===== src/rtl/mshr_thr_pkg.sv =====
package mshr_thr_pkg;

  localparam int LVL_N = 8;

  // share of the pool, in percent, for each level index
  function automatic int lvl_share(input int idx);
    case (idx)
      0: lvl_share = 100;
      1: lvl_share = 50;
      2: lvl_share = 25;
      3: lvl_share = 10;
      4: lvl_share = 5;
      5: lvl_share = 4;
      6: lvl_share = 3;
      default: lvl_share = 2;
    endcase
  endfunction

  // minimum cycles between two injected requests
  function automatic int lvl_gap(input int idx);
    case (idx)
      0: lvl_gap = 1;
      1: lvl_gap = 2;
      2: lvl_gap = 4;
      3: lvl_gap = 10;
      4: lvl_gap = 20;
      5: lvl_gap = 25;
      6: lvl_gap = 30;
      default: lvl_gap = 50;
    endcase
  endfunction

endpackage


===== src/rtl/mshr_thr_lut.sv =====
module mshr_thr_lut
  import mshr_thr_pkg::*;
#(
  parameter int POOL  = 128,
  parameter int CNT_W = $clog2(POOL + 1),
  parameter int PER_W = 6,
  parameter int LVL_W = $clog2(LVL_N)
) (
  input  logic [LVL_W-1:0] level_i,
  output logic [CNT_W-1:0] quota_o,
  output logic [PER_W-1:0] period_o
);

  logic [CNT_W-1:0] q_tab [LVL_N];
  logic [PER_W-1:0] p_tab [LVL_N];

  for (genvar g = 0; g < LVL_N; g++) begin : g_tab
    assign q_tab[g] = CNT_W'((POOL * lvl_share(g)) / 100);
    assign p_tab[g] = PER_W'(lvl_gap(g));
  end

  assign quota_o  = q_tab[level_i];
  assign period_o = p_tab[level_i];

endmodule


===== src/rtl/mshr_issue_pacer.sv =====
module mshr_issue_pacer #(
  parameter int PER_W = 6
) (
  input  logic             clk,
  input  logic             rst_n,
  input  logic             accept_i,
  input  logic [PER_W-1:0] period_i,
  output logic             expired_o
);

  logic [PER_W-1:0] wait_q, wait_d;
  logic             wait_en;

  assign wait_en = accept_i || (wait_q != '0);

  always_comb begin
    wait_d = wait_q;
    if (accept_i)            wait_d = period_i - PER_W'(1);
    else if (wait_q != '0)   wait_d = wait_q - PER_W'(1);
  end

  always_ff @(posedge clk or negedge rst_n) begin
    if (!rst_n)       wait_q <= '0;
    else if (wait_en) wait_q <= wait_d;
  end

  assign expired_o = (wait_q == '0);

  // a request taken with a period above one blocks the next cycle
  restart_chk: assert property (@(posedge clk) disable iff (!rst_n)
    (accept_i && period_i > PER_W'(1)) |=> !expired_o);

  // expiry holds while nothing is taken
  sticky_chk: assert property (@(posedge clk) disable iff (!rst_n)
    (expired_o && !accept_i) |=> expired_o);

endmodule


===== src/rtl/mshr_credit.sv =====
module mshr_credit #(
  parameter int POOL  = 128,
  parameter int CNT_W = $clog2(POOL + 1)
) (
  input  logic             clk,
  input  logic             rst_n,
  input  logic             alloc_i,
  input  logic             free_i,
  output logic [CNT_W-1:0] count_o,
  output logic             err_o
);

  logic [CNT_W-1:0] cnt_q, cnt_d;
  logic             err_q, err_d;
  logic             free_ok, cnt_en;

  assign free_ok = free_i && (cnt_q != '0);
  assign err_d   = free_i && (cnt_q == '0);
  assign cnt_en  = alloc_i ^ free_ok;

  always_comb begin
    cnt_d = cnt_q;
    if (alloc_i && !free_ok)      cnt_d = cnt_q + CNT_W'(1);
    else if (!alloc_i && free_ok) cnt_d = cnt_q - CNT_W'(1);
  end

  always_ff @(posedge clk or negedge rst_n) begin
    if (!rst_n)      cnt_q <= '0;
    else if (cnt_en) cnt_q <= cnt_d;
  end

  always_ff @(posedge clk or negedge rst_n) begin
    if (!rst_n) err_q <= 1'b0;
    else        err_q <= err_d;
  end

  assign count_o = cnt_q;
  assign err_o   = err_q;


  pool_bound_chk: assert property (@(posedge clk) disable iff (!rst_n)
    cnt_q <= CNT_W'(POOL));


  pair_hold_chk: assert property (@(posedge clk) disable iff (!rst_n)
    (alloc_i && free_i && cnt_q != '0) |=> (cnt_q == $past(cnt_q)));


  bad_free_chk: assert property (@(posedge clk) disable iff (!rst_n)
    (free_i && !alloc_i && cnt_q == '0) |=> (err_o && cnt_q == '0));


  free_dec_chk: assert property (@(posedge clk) disable iff (!rst_n)
    (free_i && !alloc_i && cnt_q != '0) |=> (cnt_q == $past(cnt_q) - CNT_W'(1)));

endmodule


===== src/rtl/mshr_throttle_gate.sv =====
module mshr_throttle_gate
  import mshr_thr_pkg::*;
#(
  parameter int POOL  = 128,
  parameter int PER_W = 6,
  parameter int CNT_W = $clog2(POOL + 1),
  parameter int LVL_W = $clog2(LVL_N)
) (
  input  logic             clk,
  input  logic             rst_n,
  input  logic [LVL_W-1:0] level_i,
  input  logic             req_valid_i,
  output logic             req_ready_o,
  input  logic             free_i,
  output logic [CNT_W-1:0] outstanding_o,
  output logic             free_err_o
);

  logic [CNT_W-1:0] quota;
  logic [PER_W-1:0] period;
  logic             expired;
  logic             accept;
  logic [CNT_W-1:0] count;

  mshr_thr_lut #(.POOL(POOL), .CNT_W(CNT_W), .PER_W(PER_W), .LVL_W(LVL_W)) u_lut (
    .level_i  (level_i),
    .quota_o  (quota),
    .period_o (period)
  );

  mshr_issue_pacer #(.PER_W(PER_W)) u_pacer (
    .clk       (clk),
    .rst_n     (rst_n),
    .accept_i  (accept),
    .period_i  (period),
    .expired_o (expired)
  );

  mshr_credit #(.POOL(POOL), .CNT_W(CNT_W)) u_credit (
    .clk     (clk),
    .rst_n   (rst_n),
    .alloc_i (accept),
    .free_i  (free_i),
    .count_o (count),
    .err_o   (free_err_o)
  );

  assign req_ready_o   = (count < quota) && expired;
  assign accept        = req_valid_i && req_ready_o;
  assign outstanding_o = count;


  admit_quota_chk: assert property (@(posedge clk) disable iff (!rst_n)
    accept |-> (count < quota && expired));


  admit_inc_chk: assert property (@(posedge clk) disable iff (!rst_n)
    (accept && !free_i) |=> (count == $past(count) + CNT_W'(1)));


  over_quota_chk: assert property (@(posedge clk) disable iff (!rst_n)
    (count >= quota) |-> !req_ready_o);

endmodule


===== config.mk =====
export PLATFORM = sky130hd
export DESIGN_NAME = mshr_throttle_gate
export DESIGN_NICKNAME = d
export VERILOG_FILES = /design/src/rtl/mshr_thr_pkg.sv /design/src/rtl/mshr_thr_lut.sv /design/src/rtl/mshr_issue_pacer.sv /design/src/rtl/mshr_credit.sv /design/src/rtl/mshr_throttle_gate.sv
export SDC_FILE = /design/constraint.sdc
export NUM_CORES = 1
export LEC_CHECK = 0
export BUFFER_PORTS_ARGS = -buffer_cell sky130_fd_sc_hd__clkbuf_2
export CAP_MARGIN = 20
export CORE_ASPECT_RATIO = 1.5
export CORE_MARGIN = 5
export CORE_UTILIZATION = 55
export CTS_CLUSTER_SIZE = 24
export DETAILED_ROUTE_END_ITERATION = 6
export PLACE_DENSITY = 0.86
export SLEW_MARGIN = 10
export SYNTH_ARGS = -nofsm -noshare
export SYNTH_HDL_FRONTEND = slang
export SYNTH_SLANG_ARGS = --single-unit

===== constraint.sdc =====
create_clock -name clk -period 4 [get_ports clk]
set_input_delay 0.2 -clock clk [delete_from_list [all_inputs] [get_ports clk]]
set_output_delay 0.2 -clock clk [all_outputs]
set_load 0.01 [all_outputs]

==> run summary <==
The worst register-to-register path begins at u_credit.count_o[1]. The die is 71.8 um tall. The proportion of synthesized chip area in sequential cells is 0.268. The met2 capacity usage during global routing is 0.389. The met1 routing resource usage after global routing came out at 0.210.

The area of the placeable core is 2450 um2. The run finished with clean final reports. The library cell used most frequently in the layout, excluding fill and tap cells, is sky130_fd_sc_hd__ha_1. The final wirelength is 3350 um.

The path class of the tightest hold or removal check is in -> reg. The number of endpoints with negative hold slack in the final report is 0. In this run, placement finished with an instance count of 203. The initial detailed-routing violation count is 14. The static leakage came out at 0.665 nW.

The switching portion of total power came out at 0.483. In this run the mean area of a mapped cell was 8.43 um2. The setup slack of the critical path after layout is 515 ps. The post-synth design cell area is 1400 um2. The iteration count of the initial detailed-routing pass came out at 4. After routing the design area is 1540 um2. The number of routed nets with antenna violations is 0. The biggest area consumer among synthesized cells is sky130_fd_sc_hd__dfrtp_1.

The number of cell instances on the worst register-to-register path is 12. Across the run, the number of max-cap violations was 0. At the pin with the least slew margin, the transition time is 515 ps.

The number of buffers inserted by port buffering came out at 16. The area enclosed by the die boundary is 3680 um2. The starting utilization of the core area came out at 0.572. The area overhead of the layout relative to synthesis came out at 9.92%. The worst setup slack for register-to-register paths came out at slightly above 500 ps. The summed negative setup slack over all endpoints is 0 ps.

The largest fanout on the critical path came out at 8. The share of total power dissipated in the clock network is 0.077. The deepest clock path buffer count is 2. The total power came out at between 1 and 1.5 mW. The share of the synthesized area in the top cell type is 0.268. The clock arrives with 7.09 ps of skew.

The clock sink count came out at 15. Yosys printed 0 warnings. The worst hold path begins at free_i. In this run the worst setup path begins at u_credit.count_o[1]. The fraction of synthesis flops using an asynchronous set or reset pin came out at 1.00. The weighted congestion at the end of routability-driven global placement came out at 0.811. The global-route wire length before repair came out at ~5700 um. In the finished design, the share of the clock period the worst path needs comes to 0.871. The overall track demand over capacity in global routing is 0.202. The later-pin clock latency in the skew report came out at 290 ps. Counting flops with a built-in enable in the synthesized netlist gives 0. The worst setup path is launched from a flip-flop. The global routing stage identified its most utilized layer as met2. The nature of the critical path endpoint is a flip-flop. The number of max-slew violations in the final report is 0. The critical path runs through a total of 12 cells. The detailed-route via count is 1313. The power density of the placed cells came out at approximately 740 nW/um2. Across all hold checks on the routed design, the worst slack comes to about 170 ps. The antenna diode instance count came out at 0. After technology mapping, the gate count stands at 166. At the placement stage, the worst setup path has a slack of 299 ps. The share of total power in sequential cells is 0.299. The cell family contributing the most delay on the critical path is compound AO/OA/AOI/OAI gates. The highest-delay cell along the critical path is sky130_fd_sc_hd__dfrtp_1. The internal power is 0.591 mW. The via count of the first global-routing pass was 1306. The final-layout fill cell count is 217. The number of register bits inferred by synthesis is 15. The number of buffers inserted during clock tree synthesis is 3.

The worst pin sits at a relative slew slack of 0.657. For this design the total switching power over the nets is approximately 0.55 mW. The share of final-layout standard cells stronger than drive strength 1 is 0.130.

The final critical-path required period came out at 3490 ps. Summing all placed instances gives a cell area of 1500 um2. The mean routed wirelength per cell is 16.1 um. The data arrival time of the worst path is 3660 ps.

The endpoint identified for the worst register-to-register timing path is u_credit.count_o[7]. The post-cts repair resize count came out at 0. On the worst path, the slowest cell contributes a delay of about 480 ps.

The count of nets after finishing is about 210. The critical path is of the reg -> reg type. The number of placement rows is 22. The final non-filler cell total is 208.

The critical path ends at u_credit.count_o[7]. The initial antenna violation count is 0. For this run, the leading register cell type out of synthesis is sky130_fd_sc_hd__dfrtp_1. The TritonCTS clock tree is yes. The post-route core utilization is 0.628. The number of nets in the synthesized netlist is 193. The clock transition time at the flip-flop clock pins of the worst setup and hold paths came out at 90 ps. The synthesized netlist contains 38 unique library cells. For met3 alone, demand over resource in global routing was 0.0208. Entering global routing, the biggest net connects 21 pins. Yosys attributes the largest share of cell area to sky130_fd_sc_hd__dfrtp_1 (27%), sky130_fd_sc_hd__ha_1 (17%), sky130_fd_sc_hd__o21ai_0 (5.4%). The worst path buffer plus inverter count is 1.

The critical path goes through ha_1 -> nor4bb_1 -> o21ai_1 -> a2111oi_4 -> ha_1 -> inv_1 -> ha_1 -> o21ai_0 -> o21ai_0 -> o21ai_0 -> mux2_2 -> o32ai_1. Of the total power, combinational logic draws 0.624. The die width came out at 51.2 um.

For this run, design rule violations remaining after detail routing come to 0. Setup violations remaining at the end of the flow were counted as 0. The root buffer cell chosen for the clock tree is sky130_fd_sc_hd__clkbuf_4. In the layout the commonest cells are sky130_fd_sc_hd__ha_1 (19), sky130_fd_sc_hd__clkbuf_2 (16). Timing would allow up to between 200 and 300 MHz. The number of vias per cell is 6.31. Setup repair after global routing left no endpoint under its margin.

The total grt overflow is 0. The number of placed I/O pins came out at 17. The maximum vdd ir drop is 0.433 mV. The wire-length estimate of the detail-placed layout is between 2000 and 3000 um. The data required time of the worst path is 4170 ps. The H-tree depth came out at 1.
## state kept, by name (all words and copies together) (netlist names)
| signal | cells |
|---|---|
| u_credit.count_o | 8 |
| u_credit.err_o | 1 |
| u_pacer.wait_q | 6 |
## power groups by stage
stage / Sequential, mW / Clock, mW / Combinational, mW
detailed placement: 0.342 / 0 / 0.714
global placement: 0.339 / 0 / 0.664
CTS: 0.340 / 0.0889 / 0.717
global route: 0.354 / 0.0949 / 0.809
floorplan: 0.328 / 0 / 0.521
finish: 0.342 / 0.0878 / 0.714
## logic make-up after synthesis
family | share of synthesized area
compound gates | 0.215
fa+ha+maj | 0.184
xor+xnor | 0.0438
buf+inv | 0.0295
simple gates | 0.229
flops | 0.268
mux | 0.0304
## worst register-to-register path, cell delays in order (launching register included)
cell	delay, ps
sky130_fd_sc_hd__dfrtp_1	480
sky130_fd_sc_hd__ha_1	250
sky130_fd_sc_hd__nor4bb_1	250
sky130_fd_sc_hd__o21ai_1	180
sky130_fd_sc_hd__a2111oi_4	390
sky130_fd_sc_hd__ha_1	290
sky130_fd_sc_hd__inv_1	190
sky130_fd_sc_hd__ha_1	400
sky130_fd_sc_hd__o21ai_0	200
sky130_fd_sc_hd__o21ai_0	120
sky130_fd_sc_hd__o21ai_0	110
sky130_fd_sc_hd__mux2_2	360
sky130_fd_sc_hd__o32ai_1	150
## synthesized netlist by cell type (all sizes together), types with 4 or more instances
library cell  count
xnor2             5
nor2b             4
nor3              6
a21oi            14
nand2            15
dfrtp            15
clkbuf            4
nor2             15
a211oi            4
ha               19
nand2b            5
nor4              4
inv               7
o21ai            16
## worst min-delay path by stage
stage | cells after the start | slack, ps | endpoint
floorplan | 0 | -100 | u_credit.count_o[0]
global placement | 1 | 130 | u_pacer.wait_q[3]
detailed placement | 1 | 140 | u_pacer.wait_q[3]
CTS | 2 | 170 | u_credit.err_o
global route | 2 | 160 | u_credit.err_o
finish | 2 | 170 | u_credit.err_o
## layout make-up
| class | instances | area (um2) | area share |
|---|---|---|---|
| tap | 24 | 30.0 | 0.0195 |
| inverter | 7 | 26.3 | 0.0171 |
| clock buffer | 4 | 26.3 | 0.0171 |
| timing repair buffer | 18 | 97.6 | 0.0634 |
| sequential | 15 | 375 | 0.244 |
| multi-input combinational | 140 | 983 | 0.639 |
## per-layer routing
layer | up-vias | part of all wire
met5 | - | 0
met4 | 0 | 0.036
met3 | 15 | 0.021
met2 | 27 | 0.55
met1 | 627 | 0.40
li1 | 644 | -
## repair_timing
action                                 4_1_cts  5_1_grt
endpoints found under the hold margin       15        0
hold buffers                                 1        0
setup buffers                                0        0
Note: power is estimated with default switching activity, not from simulation.
